### config.mk
export PLATFORM = sky130hd
export DESIGN_NAME = srx_slot_ctrl
export DESIGN_NICKNAME = d
export VERILOG_FILES = /design/src/rtl/srx_pkg.sv /design/src/rtl/srx_word_fifo.sv /design/src/rtl/srx_slot_fsm.sv /design/src/rtl/srx_slot_ctrl.sv
export SDC_FILE = /design/constraint.sdc
export NUM_CORES = 1
export LEC_CHECK = 0
export BUFFER_PORTS_ARGS = -buffer_cell sky130_fd_sc_hd__buf_4
export CAP_MARGIN = 20
export CELL_PAD_IN_SITES_DETAIL_PLACEMENT = 1
export CELL_PAD_IN_SITES_GLOBAL_PLACEMENT = 2
export CORE_ASPECT_RATIO = 0.7
export CORE_MARGIN = 2
export CORE_UTILIZATION = 40
export DETAILED_ROUTE_END_ITERATION = 8
export GPL_ROUTABILITY_DRIVEN = 0
export HOLD_SLACK_MARGIN = 0.02
export PLACE_DENSITY = 0.72
export SYNTH_ARGS = -nofsm -noshare
export SYNTH_HDL_FRONTEND = slang
export SYNTH_SLANG_ARGS = --single-unit
### constraint.sdc
create_clock -name clk -period 4.1 [get_ports clk]
set_input_delay 0.615 -clock clk [delete_from_list [all_inputs] [get_ports clk]]
set_output_delay 0.615 -clock clk [all_outputs]
set_load 0.02 [all_outputs]
### src/rtl/srx_pkg.sv
package srx_pkg;
    typedef enum logic [0:0] {
        ST_IDLE  = 1'b0,
        ST_SHIFT = 1'b1
    } srx_state_e;
endpackage

### src/rtl/srx_word_fifo.sv
module srx_word_fifo #(
    parameter int WORD_W = 16,
    parameter int DEPTH  = 8,
    localparam int AW = (DEPTH > 1) ? $clog2(DEPTH) : 1,
    localparam int CW = $clog2(DEPTH + 1)
) (
    input  logic              clk,
    input  logic              rst_n,
    input  logic              flush,
    input  logic              push,
    input  logic [WORD_W-1:0] wdata,
    input  logic              pop,
    output logic [WORD_W-1:0] rdata,
    output logic [CW-1:0]     count
);
    localparam logic [CW-1:0] FULL_CNT = CW'(DEPTH);
    localparam logic [AW-1:0] LAST_IX  = AW'(DEPTH - 1);

    logic [WORD_W-1:0] mem [DEPTH];
    logic [AW-1:0]     wptr, rptr;
    logic              do_push, do_pop;

    assign do_push = push && (count != FULL_CNT);
    assign do_pop  = pop && (count != '0);

    always_ff @(posedge clk) begin
        if (do_push && !flush) mem[wptr] <= wdata;
    end

    always_ff @(posedge clk or negedge rst_n) begin
        if (!rst_n) begin
            wptr  <= '0;
            rptr  <= '0;
            count <= '0;
            rdata <= '0;
        end else if (flush) begin
            wptr  <= '0;
            rptr  <= '0;
            count <= '0;
        end else begin
            if (do_push) wptr <= (wptr == LAST_IX) ? '0 : wptr + 1'b1;
            if (do_pop) begin
                rdata <= mem[rptr];
                rptr  <= (rptr == LAST_IX) ? '0 : rptr + 1'b1;
            end
            case ({do_push, do_pop})
                2'b10:   count <= count + 1'b1;
                2'b01:   count <= count - 1'b1;
                default: count <= count;
            endcase
        end
    end

    // stored count never exceeds the depth
    a_r8_no_overflow: assert property (@(posedge clk) disable iff (!rst_n)
        count <= FULL_CNT);

    // a word arriving while full is discarded
    a_r8_drop_when_full: assert property (@(posedge clk) disable iff (!rst_n)
        (count == FULL_CNT && push && !pop && !flush) |=> (count == FULL_CNT));

    // reading an empty FIFO keeps the register and count
    a_r9_empty_read: assert property (@(posedge clk) disable iff (!rst_n)
        (count == '0 && pop && !push) |=> ($stable(rdata) && count == '0));
endmodule

### src/rtl/srx_slot_fsm.sv
module srx_slot_fsm
    import srx_pkg::*;
#(
    parameter int WORD_W = 16,
    localparam int CNTW = $clog2(WORD_W)
) (
    input  logic              clk,
    input  logic              rst_n,
    input  logic              en,
    input  logic              net_mode,
    input  logic              bclk,
    input  logic              fsync,
    input  logic              sdin,
    output logic              push,
    output logic [WORD_W-1:0] word,
    output logic              rfs
);
    localparam logic [CNTW-1:0] LAST_BIT = CNTW'(WORD_W - 1);

    srx_state_e        state, state_nx;
    logic              bclk_q, fall;
    logic [CNTW-1:0]   bitcnt;
    logic [WORD_W-1:0] shreg;

    assign fall = bclk_q && !bclk;

    // next-state logic
    always_comb begin
        state_nx = state;
        if (!en) begin
            state_nx = ST_IDLE;
        end else if (fall) begin
            unique case (state)
                ST_IDLE:  if (fsync) state_nx = ST_SHIFT;
                ST_SHIFT: begin
                    if (!fsync && bitcnt == LAST_BIT && !net_mode)
                        state_nx = ST_IDLE;
                end
                default:  state_nx = ST_IDLE;
            endcase
        end
    end

    // state register
    always_ff @(posedge clk or negedge rst_n) begin
        if (!rst_n) state <= ST_IDLE;
        else        state <= state_nx;
    end

    assign push = en && fall && (state == ST_SHIFT) && !fsync && (bitcnt == LAST_BIT);
    assign word = {shreg[WORD_W-2:0], sdin};

    // datapath and flag outputs
    always_ff @(posedge clk or negedge rst_n) begin
        if (!rst_n) begin
            bclk_q <= 1'b0;
            bitcnt <= '0;
            shreg  <= '0;
            rfs    <= 1'b0;
        end else begin
            bclk_q <= bclk;
            if (!en) begin
                bitcnt <= '0;
                rfs    <= 1'b0;
            end else if (fall) begin
                if (fsync) begin
                    bitcnt <= CNTW'(1);
                    shreg  <= {shreg[WORD_W-2:0], sdin};
                    rfs    <= 1'b1;
                end else if (state == ST_SHIFT) begin
                    if (bitcnt == '0) rfs <= 1'b0;
                    bitcnt <= (bitcnt == LAST_BIT) ? '0 : bitcnt + 1'b1;
                    shreg  <= {shreg[WORD_W-2:0], sdin};
                end
            end
        end
    end

    // a sampled sync raises the frame-sync flag
    a_r5_rfs_on_sync: assert property (@(posedge clk) disable iff (!rst_n)
        (en && fall && fsync) |=> rfs);

    // disable returns the machine to idle
    a_r11_disable_idle: assert property (@(posedge clk) disable iff (!rst_n)
        !en |=> (state == ST_IDLE && !rfs));

    // no word is produced from the idle state
    a_r3_no_idle_push: assert property (@(posedge clk) disable iff (!rst_n)
        (state == ST_IDLE) |-> !push);
endmodule

### src/rtl/srx_slot_ctrl.sv
module srx_slot_ctrl #(
    parameter int WORD_W = 16,
    parameter int DEPTH  = 8,
    localparam int CW = $clog2(DEPTH + 1)
) (
    input  logic              clk,
    input  logic              rst_n,
    input  logic              port_en,
    input  logic              net_mode,
    input  logic [CW-1:0]     rx_wm,
    input  logic              rx_irq_en,
    input  logic              bclk,
    input  logic              fsync,
    input  logic              sdin,
    input  logic              rd_en,
    output logic [WORD_W-1:0] rd_data,
    output logic              rfs_flag,
    output logic              rff_flag,
    output logic              rx_irq
);
    logic              push;
    logic [WORD_W-1:0] word;
    logic [CW-1:0]     count;
    logic [CW-1:0]     wm_eff;

    srx_slot_fsm #(.WORD_W(WORD_W)) u_fsm (
        .clk      (clk),
        .rst_n    (rst_n),
        .en       (port_en),
        .net_mode (net_mode),
        .bclk     (bclk),
        .fsync    (fsync),
        .sdin     (sdin),
        .push     (push),
        .word     (word),
        .rfs      (rfs_flag)
    );

    srx_word_fifo #(.WORD_W(WORD_W), .DEPTH(DEPTH)) u_fifo (
        .clk   (clk),
        .rst_n (rst_n),
        .flush (!port_en),
        .push  (push),
        .wdata (word),
        .pop   (rd_en && port_en),
        .rdata (rd_data),
        .count (count)
    );

    assign wm_eff   = (rx_wm == '0) ? CW'(1) : rx_wm;
    assign rff_flag = port_en && (count >= wm_eff);
    assign rx_irq   = rff_flag && rx_irq_en;

    // disabling the port clears both flags on the next cycle
    a_r11_disable_clears: assert property (@(posedge clk) disable iff (!rst_n)
        !port_en |=> (!rff_flag && !rfs_flag));

    // the flag cannot rise on a cycle that only reads
    a_r7_no_rise_on_read: assert property (@(posedge clk) disable iff (!rst_n)
        (port_en && rd_en && !push && !rff_flag && $stable(rx_wm)) |=> (!rff_flag || $changed(rx_wm)));
endmodule

==> results of run 1 <==
==> metrics by stage <==
stage,total power (W),setup slack [ns],std cells
after floorplan,0.00208,0.918,402
after global routing,0.00386,1.07,691
after CTS,0.00378,1.21,691
after detailed placement,0.00214,0.922,659
after global placement,0.00213,1.06,659
final,0.00373,1.23,691
==> worst max-delay path: stages (launching register included) <==
cell	delay (ns)
dfrtp_1	0.39
ha_1	0.27
nand3_4	0.14
a2111oi_4	0.33
buf_4	0.22
nand2b_1	0.19
nor3b_2	0.70
buf_4	0.33
==> worst min-delay path by stage <==
stage	start	endpoint	cells after the start
2_1_floorplan	rst_n	u_fifo.count[0]	0
3_3_place_gp	u_fifo.rdata[0]	u_fifo.rdata[0]	2
3_5_place_dp	u_fifo.rdata[8]	u_fifo.rdata[8]	2
4_1_cts	rst_n	u_fifo.rdata[1]	1
5_1_grt	rst_n	u_fifo.rdata[14]	1
6_report	rst_n	u_fifo.rdata[0]	1
==> cell usage after synthesis, drive strengths merged, types with 4 or more instances <==
master and n:
buf 10, clkbuf 9, dfrtp 48, edfxtp 128, ha 12, inv 7, mux2 15, mux2i 17
mux4 32, nand2 34, nand3 6, nor2 11, nor3 6, nor3b 4, o21ai 24
==> kinds of logic (layout without fill, tap and decap cells) <==
group	count (synthesis)	count (layout)	share of synthesized area, %
compound gates	49	49	4.85
xor+xnor	2	2	0.247
fa+ha+maj	12	12	2.12
buf+inv	26	84	1.71
flops	176	176	71.1
mux	64	64	14.9
simple gates	73	73	5.03
==> routing by layer <==
| metal | vias up | track usage [%] | share of wire [%] |
|---|---|---|---|
| met1 | 1918 | 23.8 | 49 |
| met3 | 8 | 4.47 | 3.3 |
| met2 | 53 | 25.9 | 47 |
| li1 | 1667 | - | - |
| met5 | - | 0 | 0 |
| met4 | 0 | 4.90 | 0.97 |
==> sequential cells by signal, summed over array words and instances (netlist names) <==
name and cells:
u_fsm.shreg 15, u_fsm.bclk_q 1, u_fifo.mem 128, u_fsm.bitcnt 4
u_fifo.rdata 16, u_fifo.rptr 3, u_fifo.count 4, u_fifo.wptr 3
u_fsm.rfs 1, u_fsm.state 1
==> final cells by class <==
type                    instances  area [um2]  share of cell area [%]
well taps                     231         289                    3.50
clock buffers                  19         433                    5.24
repair buffers                 45         338                    4.09
inverters                       7        26.3                   0.318
flip-flops and latches        176        5050                    61.1
multi-input cells             200        1970                    23.8
clock inverters                13         163                    1.97
==> where the power goes <==
part           total [W]  leakage, nW  internal (W)  switching (W)
combinational  0.0000656        0.878     0.0000320      0.0000336
clock            0.00163        0.284      0.000961       0.000674
sequential       0.00203         1.84       0.00197      0.0000579
==> impl_metrics.toml, run 1 <==
[status]
status = "complete, no violations"

[clock_network]
cts_setup_buffers = 0
cts_buffer_depth = 2
clk_latency_ns = 0.42
clkTransAtPathRegs_ns = 0.06
clockRootBuffer = "clkbuf_16"
cts_tree = "built"
cts_resized = 0
cts-buffers-inserted = 17
cts_max_level = 4
cts.sink_count = 176
ctsHoldBuffers = 0

[worst_setup_path]
cp-end-kind = "flip-flop"
cp.required_ns = 4.22
worst_setup_path_start_kind = "flip-flop"
worst-path-max-fanout = 11
critPathKind = "reg2reg"
r2r_end = "u_fifo.mem[4][11]"
crit_start = "u_fsm.bitcnt[1]"
r2r.worst_path.cells = 7
r2r_setup_slack_ns = 1.23
cp.arrival_ns = 2.99
cp-endpoint = "u_fifo.mem[4][11]"
rr_startpoint = "u_fsm.bitcnt[1]"

[sta]
slew_violations = 0
worstMarginPinSlew_ns = 0.900
rsz0062_at_grt = "false"
max_freq_mhz = 348
fin_crit_sh_pct = 70.0
holdWs_ns = 0.244
timing.setup.tns_ns = 0
hold_viol = 0
fin_skew_ns = 0.00884
max-slew-margin-rel_pct = 40.0
setup_viol = 0
fin_crit_ns = 2.87

[routing]
wl_per_cell_um = 20.7
viasPerCell = 5.28
vias = 3646
ant_nets = 0
drc = 0
finalWirelength_um = 14300
drtPass1Iterations = 4
drt_iter0_markers = 209

[global_route]
overflow = 0
grtUsageTotal_pct = 16.8
grt_pass1_wl_um = 22900
grt_pass1_vias = 3919
grt_max_degree = 49
grt_antenna_before_repair = 0

[die]
floorplan.initialDensity_pct = 41.1
ioPinCount = 32
core.rowCount = 40
core_area_um2 = 17300
dieArea_um2 = 18800
die_w_um = 163
dieHeight_um = 115

[yosys]
avgSynthCellArea_um2 = 17.6
synth_nets = 427
synth-seq-cells = 176
synth_edf_count = 128
synth_area_leaders = "edfxtp_1 (54%), dfrtp_1 (17%), mux4_2 (10%)"
netlist.area_leader.share_pct = 54.2
async_flop_share_pct = 27.3
seq_area_frac_synth_pct = 71.1
ys_warn_count = 0
syn_inst = 402
yosysUniqueCellTypes = 44
yosysTopAreaCell = "edfxtp_1"
synth_top_flop_cell = "edfxtp_1"
synth_area_um2 = 7090

[power]
p_per_area_nw_per_um2 = 452
power.leakage_nw = 3.00
ir_drop_uv = 238

[placed_design]
port-buffer-count = 31
hpwl_um = 8680
dpl_cell_area_um2 = 7670

[cells_and_area]
final_util_pct = 47.9
drive_gt1_share_pct = 30.0
nets = 472
final_cell_mix = "edfxtp_1 (128), dfrtp_1 (46), buf_4 (45)"
area_delta_synth_final_pct = 16.5
fillers = 1656
design_area_um2 = 8260
antenna_cells = 0
final_common_cell = "edfxtp_1"

[flow_run]
drv_cap = 0

[hold_path]
hp-class = "in2async"
No activity file was read; power rests on OpenSTA's default activity.
==> run 2: changes to the inputs <==
==> constraint.sdc (replaced) <==
create_clock -name clk -period 2.7 [get_ports clk]
set_input_delay 0.405 -clock clk [delete_from_list [all_inputs] [get_ports clk]]
set_output_delay 0.405 -clock clk [all_outputs]
set_load 0.02 [all_outputs]
==> impl_metrics.toml, run 2 (synthesis results as in run 1) <==
[cells_and_area]
largest_reg_flops = 128
largest-register = "u_fifo.mem"
top_regs = "u_fifo.mem: 128 flops, u_fifo.rdata: 16 flops, u_fsm.shreg: 15 flops"
drive_gt1_share_pct = 31.8
final_common_cell = "edfxtp_1"
nets = 480
fillers = 1644
final_cell_mix = "edfxtp_1 (128), buf_4 (48), dfrtp_1 (46)"
final_cells = 699
antenna_cells = 0
area_delta_synth_final_pct = 18.3

[routing]
top_layer = "met4"
wl_met2_um = 6970
drtPass1Iterations = 4
met3_length_um = 443
vias = 3674
wl_per_cell_um = 21.4
drc = 0
ant_nets = 0
met1Wirelength_um = 7380
viasPerCell = 5.26
finalWirelength_um = 15000
drt_iter0_markers = 230

[power]
total_power_w = 0.00567
p_per_area_nw_per_um2 = 676
ir_drop_uv = 382
power.leakage_nw = 3.06

[placed_design]
place_inst = 667
port-buffer-count = 31
hpwl_um = 8990

[sta]
max-slew-margin-rel_pct = 48.4
slew_violations = 0
fin_crit_ns = 2.52
rsz0062_at_grt = "false"
max_freq_mhz = 397
timing.setup.tns_ns = 0
worstMarginPinSlew_ns = 0.774
setup_viol = 0
fin_crit_sh_pct = 93.3
fin_skew_ns = 0.0103
hold_viol = 0

[worst_setup_path]
crit_start = "u_fsm.bitcnt[0]"
rr_startpoint = "u_fsm.bitcnt[0]"
critPathKind = "reg2reg"
worst-path-max-fanout = 5
cp-end-kind = "flip-flop"
cp.arrival_ns = 2.86
cp.required_ns = 3.04
worst_setup_path_start_kind = "flip-flop"

[die]
dieHeight_um = 115
core_area_um2 = 17300
dieArea_um2 = 18800
ioPinCount = 32
floorplan.initialDensity_pct = 41.1
core.rowCount = 40
die_w_um = 163

[flow_run]
drv_cap = 0

[clock_network]
clk_latency_ns = 0.43
clkTransAtPathRegs_ns = 0.07
cts_buffer_depth = 2
cts_tree = "built"
cts_setup_buffers = 0
cts_max_level = 4
ctsHoldBuffers = 0
cts.sink_count = 176
cts_resized = 0
cts-buffers-inserted = 17
clockRootBuffer = "clkbuf_16"

[hold_path]
hp-class = "in2async"

[global_route]
grt_antenna_before_repair = 0
overflow = 0
grtUsageTotal_pct = 17.5
grt_pass1_vias = 3980
grt_pass1_wl_um = 23900
grt_max_degree = 49

[status]
status = "complete, no violations"
==> run 2: metrics by stage <==
stage,hold slack [ns],setup WS (ns),cell area [um2],util [%]
3_3_place_gp,0.464,0.214,7790,45.1
4_1_cts,0.0578,0.0610,8380,48.6
5_1_grt,0.0643,0.0130,8390,48.6
6_report,0.0246,0.180,8390,48.6
2_1_floorplan,0.109,0.176,7120,-
3_5_place_dp,0.474,0.0913,7790,45.1
==> run 2: path summary, 6_finish.rpt <==
path                                   end  slack [ns]  cells past startpoint
max                        u_fifo.count[3]        0.18                      9
min                        u_fifo.rdata[0]        0.02                      1
max reg2reg                u_fifo.count[3]        0.18                      9
min reg2reg                u_fifo.rdata[6]        0.48                      2
max in group asynchronous   u_fifo.rptr[0]        2.15                      1
min in group clk              u_fsm.bclk_q        0.10                      1
==> run 2: layout make-up <==
class | count | area (um2) | area share [%]
well taps | 231 | 289 | 3.44
repair buffers | 53 | 460 | 5.49
clock buffers | 19 | 443 | 5.28
multi-input cells | 200 | 1980 | 23.5
clock inverters | 13 | 151 | 1.80
inverters | 7 | 26.3 | 0.313
flip-flops and latches | 176 | 5050 | 60.1
==> run 2: power breakdown <==
group	leakage (nW)	internal [W]	switching, W	total [W]
combinational	0.930	0.0000504	0.0000541	0.000105
sequential	1.84	0.00300	0.0000902	0.00309
clock	0.285	0.00141	0.00107	0.00248
total	3.06	0.00446	0.00121	0.00567
==> run 2: worst max-delay path: stages, from the launching register on <==
cell and delay, ns:
dfrtp_1 0.40, ha_2 0.23, nand3_4 0.12, a2111oi_4 0.38, nor2_2 0.12, ha_1 0.34, a31oi_1 0.22, o211ai_1 0.14
or2_2 0.30, a32oi_1 0.17
==> run 2: per-layer routing <==
layer	GRT usage [%]	up-vias
met1	25.3	1922
met3	4.08	15
met2	27.0	55
met5	0	-
li1	-	1682
met4	4.96	0
==> run 3: changes to the inputs <==
--- a/config.mk
+++ b/config.mk
@@ -11,11 +11,12 @@
 export CELL_PAD_IN_SITES_GLOBAL_PLACEMENT = 2
 export CORE_ASPECT_RATIO = 0.7
 export CORE_MARGIN = 2
-export CORE_UTILIZATION = 40
+export CORE_UTILIZATION = 46
 export DETAILED_ROUTE_END_ITERATION = 8
 export GPL_ROUTABILITY_DRIVEN = 0
 export HOLD_SLACK_MARGIN = 0.02
-export PLACE_DENSITY = 0.72
+export PLACE_DENSITY = 0.81
+export SLEW_MARGIN = 10
 export SYNTH_ARGS = -nofsm -noshare
 export SYNTH_HDL_FRONTEND = slang
 export SYNTH_SLANG_ARGS = --single-unit
==> impl_metrics.toml, run 3 (synthesis results as in run 1) <==
[worst_setup_path]
worst_setup_path_start_kind = "flip-flop"
cp.required_ns = 3.05
rr_startpoint = "u_fsm.bitcnt[1]"
r2r.worst_path.cells = 9
r2r_end = "u_fifo.count[3]"
r2r_setup_slack_ns = 0.16
cp.arrival_ns = 2.89
worst-path-max-fanout = 5
cp-endpoint = "u_fifo.count[3]"
critPathKind = "reg2reg"
crit_start = "u_fsm.bitcnt[1]"
cp-end-kind = "flip-flop"

[global_route]
grt_max_degree = 49
grtUsageTotal_pct = 20.0
overflow = 0
grt_antenna_before_repair = 0
grt_pass1_vias = 3938
grt_pass1_wl_um = 23800

[cells_and_area]
top_regs = "u_fifo.mem: 128 flops, u_fifo.rdata: 16 flops, u_fsm.shreg: 15 flops"
area_delta_synth_final_pct = 18.5
design_area_um2 = 8410
final_cell_mix = "edfxtp_1 (128), dfrtp_1 (46), buf_4 (41)"
drive_gt1_share_pct = 31.0
antenna_cells = 0
nets = 476
final_common_cell = "edfxtp_1"
largest_reg_flops = 128
final_util_pct = 56.4
largest-register = "u_fifo.mem"

[placed_design]
hpwl_um = 8910
port-buffer-count = 31
dpl_cell_area_um2 = 7750
dp_slack_ns = 0.105

[routing]
viasPerCell = 5.64
wl_per_cell_um = 23.1
drc = 0
finalWirelength_um = 15200
vias = 3720
drtPass1Iterations = 4
ant_nets = 0
drt_iter0_markers = 211

[sta]
hold_viol = 0
worstMarginPinSlew_ns = 0.713
max_freq_mhz = 393
timing.setup.tns_ns = 0
fin_crit_sh_pct = 94.2
finalWorstSetupSlack_ns = 0.158
setup_viol = 0
rsz0062_at_grt = "false"
slew_violations = 0
max-slew-margin-rel_pct = 52.0
fin_skew_ns = 0.0112
fin_crit_ns = 2.54

[clock_network]
ctsHoldBuffers = 0
cts_tree = "built"
cts_buffer_depth = 2
cts-buffers-inserted = 17
clk_latency_ns = 0.43
cts_max_level = 4
cts.sink_count = 176
clockRootBuffer = "clkbuf_16"
clkTransAtPathRegs_ns = 0.07

[die]
core.rowCount = 37
core_area_um2 = 14900
floorplan.initialDensity_pct = 47.6
die_w_um = 152
dieArea_um2 = 16400
dieHeight_um = 108
ioPinCount = 32

[power]
p_per_area_nw_per_um2 = 697
total_power_w = 0.00586
ir_drop_uv = 401
power.leakage_nw = 3.07

[flow_run]
drv_cap = 0

[hold_path]
hp-class = "in2async"

[status]
status = "complete, no violations"
## run 3: layout make-up
cell class,count,area (um2)
clock buffer,19,433
timing repair buffer,49,468
clock inverter,13,209
inverter,7,26.3
sequential,176,5050
fill,1372,6500
multi-input combinational,200,1980
tap,195,244
## run 3: what timing repair did
action                     in CTS  in global routing
gates resized for setup         0                  4
setup buffers                   0                  0
setup endpoints to repair       0                  3
## run 3: per-stage QoR
stage                     std cells  hold slack, ns
after floorplan                 402           0.109
after global placement          627           0.463
after detailed placement        627           0.477
after CTS                       659          0.0386
after global routing            659          0.0700
final                           659          0.0251
## run 3: layer usage
metal  vias to the layer above  GRT usage (%)  share of wire, %
met5                         -              0                 0
met4                         0           5.42               1.0
met3                        13           4.87               2.8
met2                        47           32.4                49
met1                      1992           27.5                47
li1                       1668              -                 -
## run 3: worst min path at each step
stage | from | endpoint | slack (ns) | depth (start not counted)
finish | rst_n | u_fifo.rdata[0] | 0.03 | 1
CTS | rst_n | u_fifo.rdata[0] | 0.04 | 1
floorplan | rst_n | u_fifo.count[0] | 0.11 | 0
global placement | u_fifo.rdata[14] | u_fifo.rdata[14] | 0.46 | 2
detailed placement | u_fifo.rdata[7] | u_fifo.rdata[7] | 0.48 | 2
global route | rst_n | u_fifo.rdata[0] | 0.07 | 1
## run 3: where the power goes
part           internal, W  switching [W]  total [W]
Combinational    0.0000506      0.0000544   0.000105
Sequential         0.00300      0.0000866    0.00308
Clock              0.00165        0.00102    0.00267
## run 3: worst max-delay path: stages, from the launching register on
cell and delay [ns]:
dfrtp_1 0.40, ha_2 0.23, nand3_4 0.12, a2111oi_4 0.37, nor2_1 0.15, ha_1 0.35
a31oi_2 0.24, o211ai_1 0.15, or2_2 0.30, a32oi_1 0.14
